===== config.mk =====
export PLATFORM = sky130hd
export DESIGN_NAME = os_uart_rx
export DESIGN_NICKNAME = d
export VERILOG_FILES = /design/src/rtl/os_uart_rx_pkg.sv /design/src/rtl/os_uart_rx_sync.sv /design/src/rtl/os_uart_rx_vote.sv /design/src/rtl/os_uart_rx_seq.sv /design/src/rtl/os_uart_rx_regs.sv /design/src/rtl/os_uart_rx.sv
export SDC_FILE = /design/constraint.sdc
export NUM_CORES = 1
export LEC_CHECK = 0
export ABC_AREA = 1
export BUFFER_PORTS_ARGS = -buffer_cell sky130_fd_sc_hd__buf_2
export CORE_UTILIZATION = 53
export CTS_CLUSTER_DIAMETER = 100
export DETAILED_ROUTE_END_ITERATION = 7
export GPL_ROUTABILITY_DRIVEN = 0
export HOLD_SLACK_MARGIN = 0.05
export MAX_ROUTING_LAYER = met4
export PLACE_DENSITY = 0.75
export SLEW_MARGIN = 0
export SYNTH_ARGS = -nofsm -noshare
export SYNTH_HDL_FRONTEND = slang
export SYNTH_HIERARCHICAL = 1
export SYNTH_SLANG_ARGS = --single-unit

===== constraint.sdc =====
create_clock -name clk -period 1.3 [get_ports clk]
set_clock_uncertainty 0.1 [all_clocks]
set_input_delay 0 -clock clk [delete_from_list [all_inputs] [get_ports clk]]
set_output_delay 0 -clock clk [all_outputs]
set_load 0.02 [all_outputs]

===== src/rtl/os_uart_rx_pkg.sv =====
package os_uart_rx_pkg;

  typedef enum logic [1:0] {
    STOP_ONE      = 2'b00,
    STOP_HALF     = 2'b01,
    STOP_TWO      = 2'b10,
    STOP_ONE_HALF = 2'b11
  } stop_mode_e;

  typedef enum logic [1:0] {
    ST_IDLE,
    ST_START,
    ST_DATA,
    ST_STOP
  } rx_state_e;

  typedef enum logic {
    SEL_STATUS = 1'b0,
    SEL_DATA   = 1'b1
  } reg_sel_e;

  localparam int STAT_READY = 0;
  localparam int STAT_NOISE = 1;
  localparam int STAT_FRAME = 2;

endpackage


===== src/rtl/os_uart_rx_sync.sv =====
module os_uart_rx_sync #(
  parameter int STAGES = 2
) (
  input  logic clk,
  input  logic rst_n,
  input  logic tick_i,
  input  logic rxd_i,
  output logic rx_o,
  output logic rx_prev_o
);

  logic [STAGES-1:0] sync_q, sync_d;
  logic              prev_q, prev_d;

  always_comb begin
    sync_d = {sync_q[STAGES-2:0], rxd_i};
    prev_d = prev_q;
    if (tick_i) prev_d = sync_q[STAGES-1];
  end

  always_ff @(posedge clk or negedge rst_n) begin
    if (!rst_n) begin
      sync_q <= '1;
      prev_q <= 1'b1;
    end else begin
      sync_q <= sync_d;
      prev_q <= prev_d;
    end
  end

  assign rx_o      = sync_q[STAGES-1];
  assign rx_prev_o = prev_q;

endmodule


===== src/rtl/os_uart_rx_vote.sv =====
module os_uart_rx_vote (
  input  logic clk,
  input  logic rst_n,
  input  logic cap_a_i,
  input  logic cap_b_i,
  input  logic rx_i,
  output logic maj_o,
  output logic noisy_o
);

  logic a_q, a_d, b_q, b_d;

  always_comb begin
    a_d = a_q;
    b_d = b_q;
    if (cap_a_i) a_d = rx_i;
    if (cap_b_i) b_d = rx_i;
  end

  always_ff @(posedge clk or negedge rst_n) begin
    if (!rst_n) begin
      a_q <= 1'b1;
      b_q <= 1'b1;
    end else begin
      a_q <= a_d;
      b_q <= b_d;
    end
  end

  // third sample is the live line value at the deciding strobe
  assign maj_o   = (a_q & b_q) | (a_q & rx_i) | (b_q & rx_i);
  assign noisy_o = !((a_q == b_q) && (b_q == rx_i));

endmodule


===== src/rtl/os_uart_rx_seq.sv =====
module os_uart_rx_seq
  import os_uart_rx_pkg::*;
#(
  parameter int OVS = 16,
  parameter int DW  = 8
) (
  input  logic          clk,
  input  logic          rst_n,
  input  logic          tick_i,
  input  logic          rx_i,
  input  logic          rx_prev_i,
  input  logic [1:0]    stop_mode_i,
  input  logic          vote_maj_i,
  input  logic          vote_noisy_i,
  output logic          cap_a_o,
  output logic          cap_b_o,
  output logic          done_o,
  output logic [DW-1:0] data_o,
  output logic          noise_o,
  output logic          frame_err_o
);

  localparam int CNT_W = $clog2(2*OVS + 1);
  localparam int BIT_W = $clog2(DW);
  localparam logic [CNT_W-1:0] P_MID    = CNT_W'(OVS/2);
  localparam logic [CNT_W-1:0] P_LATE   = CNT_W'(OVS);
  localparam logic [CNT_W-1:0] P_BITEND = CNT_W'(OVS);
  localparam logic [CNT_W-1:0] L_HALF   = CNT_W'(OVS/2);
  localparam logic [CNT_W-1:0] L_ONE    = CNT_W'(OVS);
  localparam logic [CNT_W-1:0] L_ONEH   = CNT_W'(OVS + OVS/2);
  localparam logic [CNT_W-1:0] L_TWO    = CNT_W'(2*OVS);
  localparam logic [BIT_W-1:0] LAST_BIT = BIT_W'(DW-1);

  rx_state_e        state_q, state_d;
  logic [CNT_W-1:0] cnt_q, cnt_d;
  logic [BIT_W-1:0] bit_q, bit_d;
  logic [DW-1:0]    sh_q, sh_d;
  logic             noise_q, noise_d;
  logic             fe_q, fe_d;
  logic             done_q, done_d;

  stop_mode_e       mode;
  logic [CNT_W-1:0] pos, first, stop_len;
  logic             vote_on, decide;

  // sample bookkeeping
  always_comb begin
    mode    = stop_mode_e'(stop_mode_i);
    pos     = cnt_q + CNT_W'(1);
    vote_on = (state_q == ST_START) || (state_q == ST_DATA) ||
              ((state_q == ST_STOP) && (mode != STOP_HALF));
    first   = ((state_q == ST_STOP) && (mode == STOP_ONE_HALF)) ? P_LATE : P_MID;
    unique case (mode)
      STOP_ONE:      stop_len = L_ONE;
      STOP_HALF:     stop_len = L_HALF;
      STOP_TWO:      stop_len = L_TWO;
      STOP_ONE_HALF: stop_len = L_ONEH;
      default:       stop_len = L_ONE;
    endcase
    cap_a_o = tick_i && vote_on && (pos == first);
    cap_b_o = tick_i && vote_on && (pos == first + CNT_W'(1));
    decide  = tick_i && vote_on && (pos == first + CNT_W'(2));
  end

  // next state
  always_comb begin
    state_d = state_q;
    cnt_d   = cnt_q;
    bit_d   = bit_q;
    sh_d    = sh_q;
    noise_d = noise_q;
    fe_d    = fe_q;
    done_d  = 1'b0;
    unique case (state_q)
      ST_IDLE: begin
        if (tick_i && rx_prev_i && !rx_i) begin
          state_d = ST_START;
          cnt_d   = CNT_W'(1);
          noise_d = 1'b0;
          fe_d    = 1'b0;
        end
      end
      ST_START: begin
        if (tick_i) begin
          cnt_d = pos;
          if (decide) begin
            if (vote_maj_i) begin
              state_d = ST_IDLE;
              cnt_d   = '0;
            end else begin
              noise_d = noise_q | vote_noisy_i;
            end
          end else if (pos == P_BITEND) begin
            state_d = ST_DATA;
            cnt_d   = '0;
            bit_d   = '0;
          end
        end
      end
      ST_DATA: begin
        if (tick_i) begin
          cnt_d = pos;
          if (decide) begin
            sh_d    = {vote_maj_i, sh_q[DW-1:1]};
            noise_d = noise_q | vote_noisy_i;
          end
          if (pos == P_BITEND) begin
            cnt_d = '0;
            if (bit_q == LAST_BIT) state_d = ST_STOP;
            else                   bit_d   = bit_q + BIT_W'(1);
          end
        end
      end
      ST_STOP: begin
        if (tick_i) begin
          cnt_d = pos;
          if (decide) begin
            fe_d    = !vote_maj_i;
            noise_d = noise_q | vote_noisy_i;
          end
          if (pos == stop_len) begin
            done_d  = 1'b1;
            state_d = ST_IDLE;
            cnt_d   = '0;
          end
        end
      end
      default: state_d = ST_IDLE;
    endcase
  end

  always_ff @(posedge clk or negedge rst_n) begin
    if (!rst_n) begin
      state_q <= ST_IDLE;
      cnt_q   <= '0;
      bit_q   <= '0;
      sh_q    <= '0;
      noise_q <= 1'b0;
      fe_q    <= 1'b0;
      done_q  <= 1'b0;
    end else begin
      state_q <= state_d;
      cnt_q   <= cnt_d;
      bit_q   <= bit_d;
      sh_q    <= sh_d;
      noise_q <= noise_d;
      fe_q    <= fe_d;
      done_q  <= done_d;
    end
  end

  assign done_o      = done_q;
  assign data_o      = sh_q;
  assign noise_o     = noise_q;
  assign frame_err_o = fe_q;

endmodule


===== src/rtl/os_uart_rx_regs.sv =====
module os_uart_rx_regs
  import os_uart_rx_pkg::*;
#(
  parameter int DW = 8
) (
  input  logic          clk,
  input  logic          rst_n,
  input  logic          done_i,
  input  logic [DW-1:0] fr_data_i,
  input  logic          fr_noise_i,
  input  logic          fr_fe_i,
  input  logic          rd_en_i,
  input  logic          rd_sel_i,
  input  logic          multibuf_i,
  input  logic          err_irq_en_i,
  output logic [DW-1:0] rd_data_o,
  output logic          ready_o,
  output logic          noise_o,
  output logic          frame_err_o,
  output logic          err_irq_o
);

  logic [DW-1:0] data_q, data_d;
  logic          ready_q, ready_d;
  logic          noise_q, noise_d;
  logic          fe_q, fe_d;
  logic          armed_q, armed_d;
  logic [DW-1:0] status;
  reg_sel_e      sel;

  always_comb begin
    sel     = reg_sel_e'(rd_sel_i);
    data_d  = data_q;
    ready_d = ready_q;
    noise_d = noise_q;
    fe_d    = fe_q;
    armed_d = armed_q;
    if (done_i) begin
      data_d  = fr_data_i;
      ready_d = 1'b1;
      noise_d = fr_noise_i;
      fe_d    = fr_fe_i;
      armed_d = 1'b0;
    end else if (rd_en_i) begin
      if (sel == SEL_STATUS) begin
        armed_d = 1'b1;
      end else begin
        ready_d = 1'b0;
        armed_d = 1'b0;
        if (armed_q) begin
          noise_d = 1'b0;
          fe_d    = 1'b0;
        end
      end
    end
  end

  always_ff @(posedge clk or negedge rst_n) begin
    if (!rst_n) begin
      data_q  <= '0;
      ready_q <= 1'b0;
      noise_q <= 1'b0;
      fe_q    <= 1'b0;
      armed_q <= 1'b0;
    end else begin
      data_q  <= data_d;
      ready_q <= ready_d;
      noise_q <= noise_d;
      fe_q    <= fe_d;
      armed_q <= armed_d;
    end
  end

  always_comb begin
    status             = '0;
    status[STAT_READY] = ready_q;
    status[STAT_NOISE] = noise_q;
    status[STAT_FRAME] = fe_q;
    rd_data_o          = (sel == SEL_DATA) ? data_q : status;
  end

  assign ready_o     = ready_q;
  assign noise_o     = noise_q;
  assign frame_err_o = fe_q;
  assign err_irq_o   = multibuf_i && err_irq_en_i && (noise_q || fe_q);

endmodule


===== src/rtl/os_uart_rx.sv =====
module os_uart_rx #(
  parameter int OVS         = 16,
  parameter int DW          = 8,
  parameter int SYNC_STAGES = 2
) (
  input  logic          clk,
  input  logic          rst_n,
  input  logic          os_tick_i,
  input  logic          rxd_i,
  input  logic [1:0]    stop_mode_i,
  input  logic          multibuf_i,
  input  logic          err_irq_en_i,
  input  logic          rd_en_i,
  input  logic          rd_sel_i,
  output logic [DW-1:0] rd_data_o,
  output logic          ready_o,
  output logic          noise_o,
  output logic          frame_err_o,
  output logic          err_irq_o
);

  logic [1:0]    rst_q;
  logic          rst_int_n;
  logic          rx_s, rx_prev;
  logic          cap_a, cap_b, maj, noisy;
  logic          frame_done;
  logic [DW-1:0] fr_data;
  logic          fr_noise, fr_fe;

  always_ff @(posedge clk or negedge rst_n) begin
    if (!rst_n) rst_q <= '0;
    else        rst_q <= {rst_q[0], 1'b1};
  end
  assign rst_int_n = rst_q[1];

  os_uart_rx_sync #(.STAGES(SYNC_STAGES)) u_sync (
    .clk       (clk),
    .rst_n     (rst_int_n),
    .tick_i    (os_tick_i),
    .rxd_i     (rxd_i),
    .rx_o      (rx_s),
    .rx_prev_o (rx_prev)
  );

  os_uart_rx_vote u_vote (
    .clk     (clk),
    .rst_n   (rst_int_n),
    .cap_a_i (cap_a),
    .cap_b_i (cap_b),
    .rx_i    (rx_s),
    .maj_o   (maj),
    .noisy_o (noisy)
  );

  os_uart_rx_seq #(.OVS(OVS), .DW(DW)) u_seq (
    .clk          (clk),
    .rst_n        (rst_int_n),
    .tick_i       (os_tick_i),
    .rx_i         (rx_s),
    .rx_prev_i    (rx_prev),
    .stop_mode_i  (stop_mode_i),
    .vote_maj_i   (maj),
    .vote_noisy_i (noisy),
    .cap_a_o      (cap_a),
    .cap_b_o      (cap_b),
    .done_o       (frame_done),
    .data_o       (fr_data),
    .noise_o      (fr_noise),
    .frame_err_o  (fr_fe)
  );

  os_uart_rx_regs #(.DW(DW)) u_regs (
    .clk          (clk),
    .rst_n        (rst_int_n),
    .done_i       (frame_done),
    .fr_data_i    (fr_data),
    .fr_noise_i   (fr_noise),
    .fr_fe_i      (fr_fe),
    .rd_en_i      (rd_en_i),
    .rd_sel_i     (rd_sel_i),
    .multibuf_i   (multibuf_i),
    .err_irq_en_i (err_irq_en_i),
    .rd_data_o    (rd_data_o),
    .ready_o      (ready_o),
    .noise_o      (noise_o),
    .frame_err_o  (frame_err_o),
    .err_irq_o    (err_irq_o)
  );

endmodule


== Word-level counts from Yosys, hierarchy flattened ==
Cells that the tools add are included.
Word-level totals
  input bits: 10
  word-level logic and storage cells: 146
  output and inout port bits: 12
  memories kept: 0
  ROM bits: 0
  register bits after elaboration: 41
  bits in latches: 0
  RAM bits: 0
Cells by class
  multiply operators: 0
  magnitude comparators: 0
  $add $sub $neg: 4
  reductions and logical operators: 33
  shifts and indexed selects: 0
  divide/modulo/power cells: 0
  bitwise gates (word level): 6
  mux-type cells: 54
  eq/ne operators: 32
Operators with widths (count)
  two-way mux 6 bit: 8
  case mux 6 bit (4 select lines): 2
  == test 6 bit: 4
  two-way mux 1 bit: 22
  two-way mux 2 bit: 10
  != test 2 bit (second input constant): 10
  two-way mux 3 bit: 6
  adder 6 x 1 -> 6 bit (second input constant): 2
  != test 2 x 1 -> 1 bit (second input constant): 6
  logical AND 1 bit: 11
  nonzero test 2 bit: 5
  AND reduction 9 bit: 1
  == test 2 bit (second input constant): 4
  two-way mux 8 bit: 1
  case mux 2 bit (4 select lines): 1
  AND reduction 4 bit: 2
  AND reduction 7 bit: 1
  adder 6 x 2 -> 6 bit (second input constant): 1
  == test 6 x 5 -> 1 bit (second input constant): 1
  != test 3 x 2 -> 1 bit (second input constant): 2
  case mux 3 bit (2 select lines): 1
  AND reduction 3 bit: 2
  AND reduction 6 bit: 1
  two-way mux 5 bit: 1
  13 further kinds: 24

== Logic depth before layout (Yosys ltp) ==
  depth in word-level cells: 9
  gate-level depth with buffers: 15
  depth with buffers taken out: 15

== By module ==
The synthesis kept the hierarchy.
Modules (own cells, without submodules)
  os_uart_rx_seq: sequential area each 550.5 um2, area each 1605.3 um2, cells an instance 222, times used 1
  os_uart_rx_regs: sequential area each 300.3 um2, area each 560.5 um2, cells an instance 71, times used 1
  os_uart_rx_vote: sequential area each 52.6 um2, area each 125.1 um2, cells an instance 16, times used 1
  os_uart_rx_sync: sequential area each 78.8 um2, area each 93.8 um2, cells an instance 7, times used 1
  os_uart_rx: sequential area each 50.0 um2, area each 53.8 um2, cells an instance 3, times used 1

== Least setup slack after synthesis ==
OpenSTA, ideal clock, no wires.
  path kind: register to register
  start point: register u_seq.state_q[0]
  end point: register u_seq.sh_q[1], in the netlist u_seq/data_o[1]
  buffers on the path: 2
  slack: -607 ps
  arrival time: 1689 ps
  setup time: 118 ps
  required time: 1082 ps
  cell stages (with the launch flop): 14
  clock period less this slack: 1907 ps
  cell sequence: dfrtp_1 > ha_1 > buf_4 > nand2_1 > inv_1 > nand3_1 > nand3_1 > nor2_4 > nand2_4 > clkinv_2 > nand2_4 > buf_6 > nand2_1 > o21ai_2
On the way
  word-level cells in the longest chain between the ends: 7
  elaborated cells between the ends (all ways): 13
  those cells by class: 1 x add/sub; 4 x eq/ne; 1 x mux; 7 x reduce/logical
Ends and longest elaborated chain
  start: declaration: RTL line os_uart_rx_seq.sv:34  | rx_state_e state_q, state_d;
  start signal: assignment: RTL line os_uart_rx_seq.sv:142  | state_q <= state_d;
  == test 2 bit: RTL line os_uart_rx_seq.sv:51, os_uart_rx_seq.sv:52
  logical AND 1 bit: RTL line os_uart_rx_seq.sv:52  | first = ((state_q == ST_STOP) && (mode == STOP_ONE_HALF)) ? P_LATE : P_MID;
  two-way mux 5 bit: RTL line os_uart_rx_seq.sv:52
  adder 6 x 2 -> 6 bit: RTL line os_uart_rx_seq.sv:62  | decide = tick_i && vote_on && (pos == first + CNT_W'(2));
  == test 6 bit: RTL line os_uart_rx_seq.sv:62
  logical AND 1 bit: RTL line os_uart_rx_seq.sv:62
  AND reduction 3 bit (no source line) *
  end signal: assignment: RTL line os_uart_rx_seq.sv:137  | sh_q <= '0;
  end signal: assignment: RTL line os_uart_rx_seq.sv:145  | sh_q <= sh_d;
  end: declaration: RTL line os_uart_rx_seq.sv:37  | logic [DW-1:0] sh_q, sh_d;
Mark *: on every way between the ends. The rest lies on a longest branch, timed or not.
A chain may end at the register's enable or synchronous reset.

==> summary.md <==
| Metric | Value |
|---|---|
| Routed WL per cell | between 10 and 15 um |
| CP startpoint kind | flop |
| Worst stage delay on the critical path | between 0.4 and 0.5 ns |
| Worst skew pair latency | around 0.30 ns |
| Fillers | 315 |
| RSZ-0062 raised after global routing | true |
| Clock transition at path regs | 0.08 ns |
| Final ANT Viol Nets | 0 |
| Inserted Clock Buffers | 5 |
| DR vias | roughly 2400 |
| Yosys warnings | 6 |
| Hold WC Path Type | flop to async pin |
| Starting Density | a little under three fifths |
| WS Path Type | flop to flop |
| Max layer used | met4 |
| Via-to-Cell Ratio | approximately 5.3 |
| Die ar. | 4876 um^2 |
| Top FF cell, synth | dfrtp_1 |
| Post-Synthesis Cell Area | 2439 um^2 |
| Slowest stage cell, crit path | dfrtp_1 |
| R2R Setup Slk | -0.74 ns |
| Wl on met1 | around 2600 um |
| Maxcap violations | 0 |
| Post-route non-filler standard cell count | ~450 |
| F_max | a little under 500 MHz |
| Initial antenna violation count | 0 |
| Final Max Tran Viols | 0 |
| Setup crit start | u_seq/cnt_q[0]$_DFFE_PN0P_ |
| Top post-synthesis cells by area | dfrtp_1 37%, nand2_1 16%, ha_1 7.7%, inv_1 7.2%, nand3_1 5.5% |
| Asr flop ratio synth | between 90% and 100% |
| IO buf count | 21 |
| Ratio of cells with drive above 1 in the final layout | a little over a third |
| Mean Syn Cell Area | 7.644 um^2 |
| DIE WIDTH | roughly 70 um |
| Vias in the first global route | about 2100 |
| Final min period | ~2.0 ns |
| Final HPWL DP | approximately 3900 um |
| Outcome | finished, violations left |
| Crit path depth | 15 |
| WP data arrival | about 2.1 ns |
| CTS tree | built |
| LEAKAGE | 1.785 nW |
| Core area | between 4000 and 5000 um^2 |
| Pre-CTS setup slack | -0.6385 ns |
| Fin nets | between 400 and 500 |
| Row cnt | 24 |
| Worst VDD drop | approximately 0.0011 V |
| Placed cells | around 420 |
| Yosys reg bits | 41 |
| Global Route Usage Sum | between 20% and 30% |
| Largest net degree at the start of global routing | 27 |
| Metal2 WL | about 3000 um |
| Root Buffer Master | clkbuf_8 |
| Iter 0 DRT Violations | around 170 |
| Number of synthesized flops with an enable pin | 0 |
| Clock Sinks | 41 |
| Share of Yosys cell area claimed by the top area cell type | about 37% |
| Kind of cell adding the most delay to the critical path | simple AND/OR/NAND/NOR gates |
| First-pass GRT wire length | ~9500 um |
| Synth unique cells | 30 |
| Setup crit end kind | flop |
| R2R cell count | 15 |
| Mapped Cells | 319 |
| CP required | about 1.4 ns |
| H-tree Lvls | 2 |
| Met3 WL | about 340 um |
| Post-Route WL | between 6000 and 7000 um |
| GR Overflow Total | 0 |
| DR pass1 iterations | 5 |
| TNS Setup | -15.45 ns |
| Final hold viol count | 0 |
| WP buf/inv | 1 |
| Crit share post-route | 156.8% |
| Dominant cell type by area after synthesis | dfrtp_1 |
| Clk buf depth | 2 |
| Post-synthesis sequential area ratio | roughly 42% |
| Syn Nets | 344 |
| PD cells | approximately 1400 nW/um^2 |
| R2r startpoint | u_seq/cnt_q[0]$_DFFE_PN0P_ |
| Cell mode on critical path | nand2_1 |
| Num ports | 22 |
| Diodes inserted | 0 |
| Fin worst setup slack | -0.7385 ns |
| Largest fanout on the critical path | 4 |
| Setup violators final | 24 |
| CP Cell Sequence | ha_4, nand2_1, inv_2, nand3_2, nand2_2, nand2_1, nand2_1, nor2_1, nand2_1, nand2_2, nand2_1, nor2_4, nand3_1, nand2_1, nand2_1 |
| Failing checks | setup timing |
| Area grow syn2layout | 35.35% |
| DRC errors left | 0 |
| Die H | about 70 um |
[cells by family after synthesis]
group,after synthesis,share of synthesized area (%)
compound gates,31,7.799
fa+ha+maj,15,7.696
buf+inv,55,10.06
flops,41,42.33
other cells,1,0.1538
simple gates,176,31.97
[cell usage in the layout, fill, tap and decap left out, drive strengths merged]
cell type / count
a21oi: 8
dfrtp: 36
o21ai: 22
nand3b: 1
clkbuf: 6
nor2: 28
nand4: 4
buf: 70
or2: 2
dlygate4sd3: 7
o22ai: 1
nand2: 110
nand3: 28
nor3: 3
conb: 1
clkinv: 3
nor3b: 1
ha: 15
dfstp: 5
inv: 48
[synthesized netlist by cell type, types with 2 or more instances]
master,number
o21ai_0,15
o21ai_2,5
nor2_4,2
nand2_4,2
nand2_2,6
nand2_1,101
o21ai_1,2
ha_1,15
buf_4,2
a21oi_1,4
nand3_1,27
inv_1,47
nor3_1,2
dfstp_2,5
nor2_1,25
dfrtp_1,36
buf_6,4
a21oi_2,4
nand4_1,4
[state kept, by name, summed over array words and instances, names as in the netlist, 2 cells and up, named ones only]
signal,flops
u_seq/cnt_q,6
u_seq/bit_q,3
u_seq/data_o,8
rst_q,2
u_regs/data_q,8
u_sync/sync_q,2
[timing repair]
action,4_1_cts,5_1_grt
buffers inserted,8,6
gates cloned,0,1
hold buffers,7,0
pin swaps,10,14
endpoints found under the setup margin,24,24
endpoints found under the hold margin,9,0
resized for setup,16,25
[area by class of cell]
class                      instances  area, um^2  area share, %
inverter                          49       188.9          5.724
clock inverter                     2       13.76         0.4170
sequential                        41        1039          31.46
tap                               52       65.06          1.971
multi-input combinational        224        1341          40.64
timing repair buffer              77       570.5          17.29
clock buffer                       6       82.58          2.502
[through the flow]
stage	total power, mW	util [%]	hold slack [ns]	instance area [um^2]
detailed placement	3.460	65.27	-0.3137	2861
global placement	3.418	65.27	-0.3153	2861
floorplan	2.743	-	-0.3956	2484
global route	5.051	75.29	0.1044	3301
CTS	4.426	71.63	0.08312	3141
finish	4.749	75.29	0.07614	3301
[worst min path at each step]
stage / cells after the start / slack (ns) / start / to
2_1_floorplan: 0 / -0.40 / rst_n / rst_q[0]$_DFF_PN0_
3_3_place_gp: 1 / -0.32 / rst_n / rst_q[0]$_DFF_PN0_
3_5_place_dp: 1 / -0.31 / rst_n / rst_q[0]$_DFF_PN0_
4_1_cts: 0 / 0.08 / rst_q[1]$_DFF_PN0_ / u_regs/armed_q$_DFFE_PN0P_
5_1_grt: 0 / 0.10 / rst_q[1]$_DFF_PN0_ / u_seq/cnt_q[5]$_DFFE_PN0P_
6_report: 0 / 0.08 / rst_q[1]$_DFF_PN0_ / u_seq/cnt_q[5]$_DFFE_PN0P_
[power breakdown]
part | internal [mW] | total (mW) | switching, mW
Sequential | 1.44 | 1.61 | 0.169
Combinational | 0.960 | 2.25 | 1.29
Clock | 0.430 | 0.885 | 0.455
[worst reg2reg max path: stages, from the launching register on]
cell and delay (ns):
dfrtp_1 0.43, ha_4 0.20, nand2_1 0.07, inv_2 0.06
nand3_2 0.07, nand2_2 0.07, nand2_1 0.06, nand2_1 0.05
nor2_1 0.10, nand2_1 0.16, nand2_2 0.14, nand2_1 0.09
nor2_4 0.13, nand3_1 0.08, nand2_1 0.07, nand2_1 0.05
[per-layer routing]
metal,global-route usage [%],vias to the layer above
met5,-,-
met4,10.67,0
met3,4.360,23
met2,40.06,106
met1,32.32,1087
li1,-,1152
(Power assumes the default switching activity.)
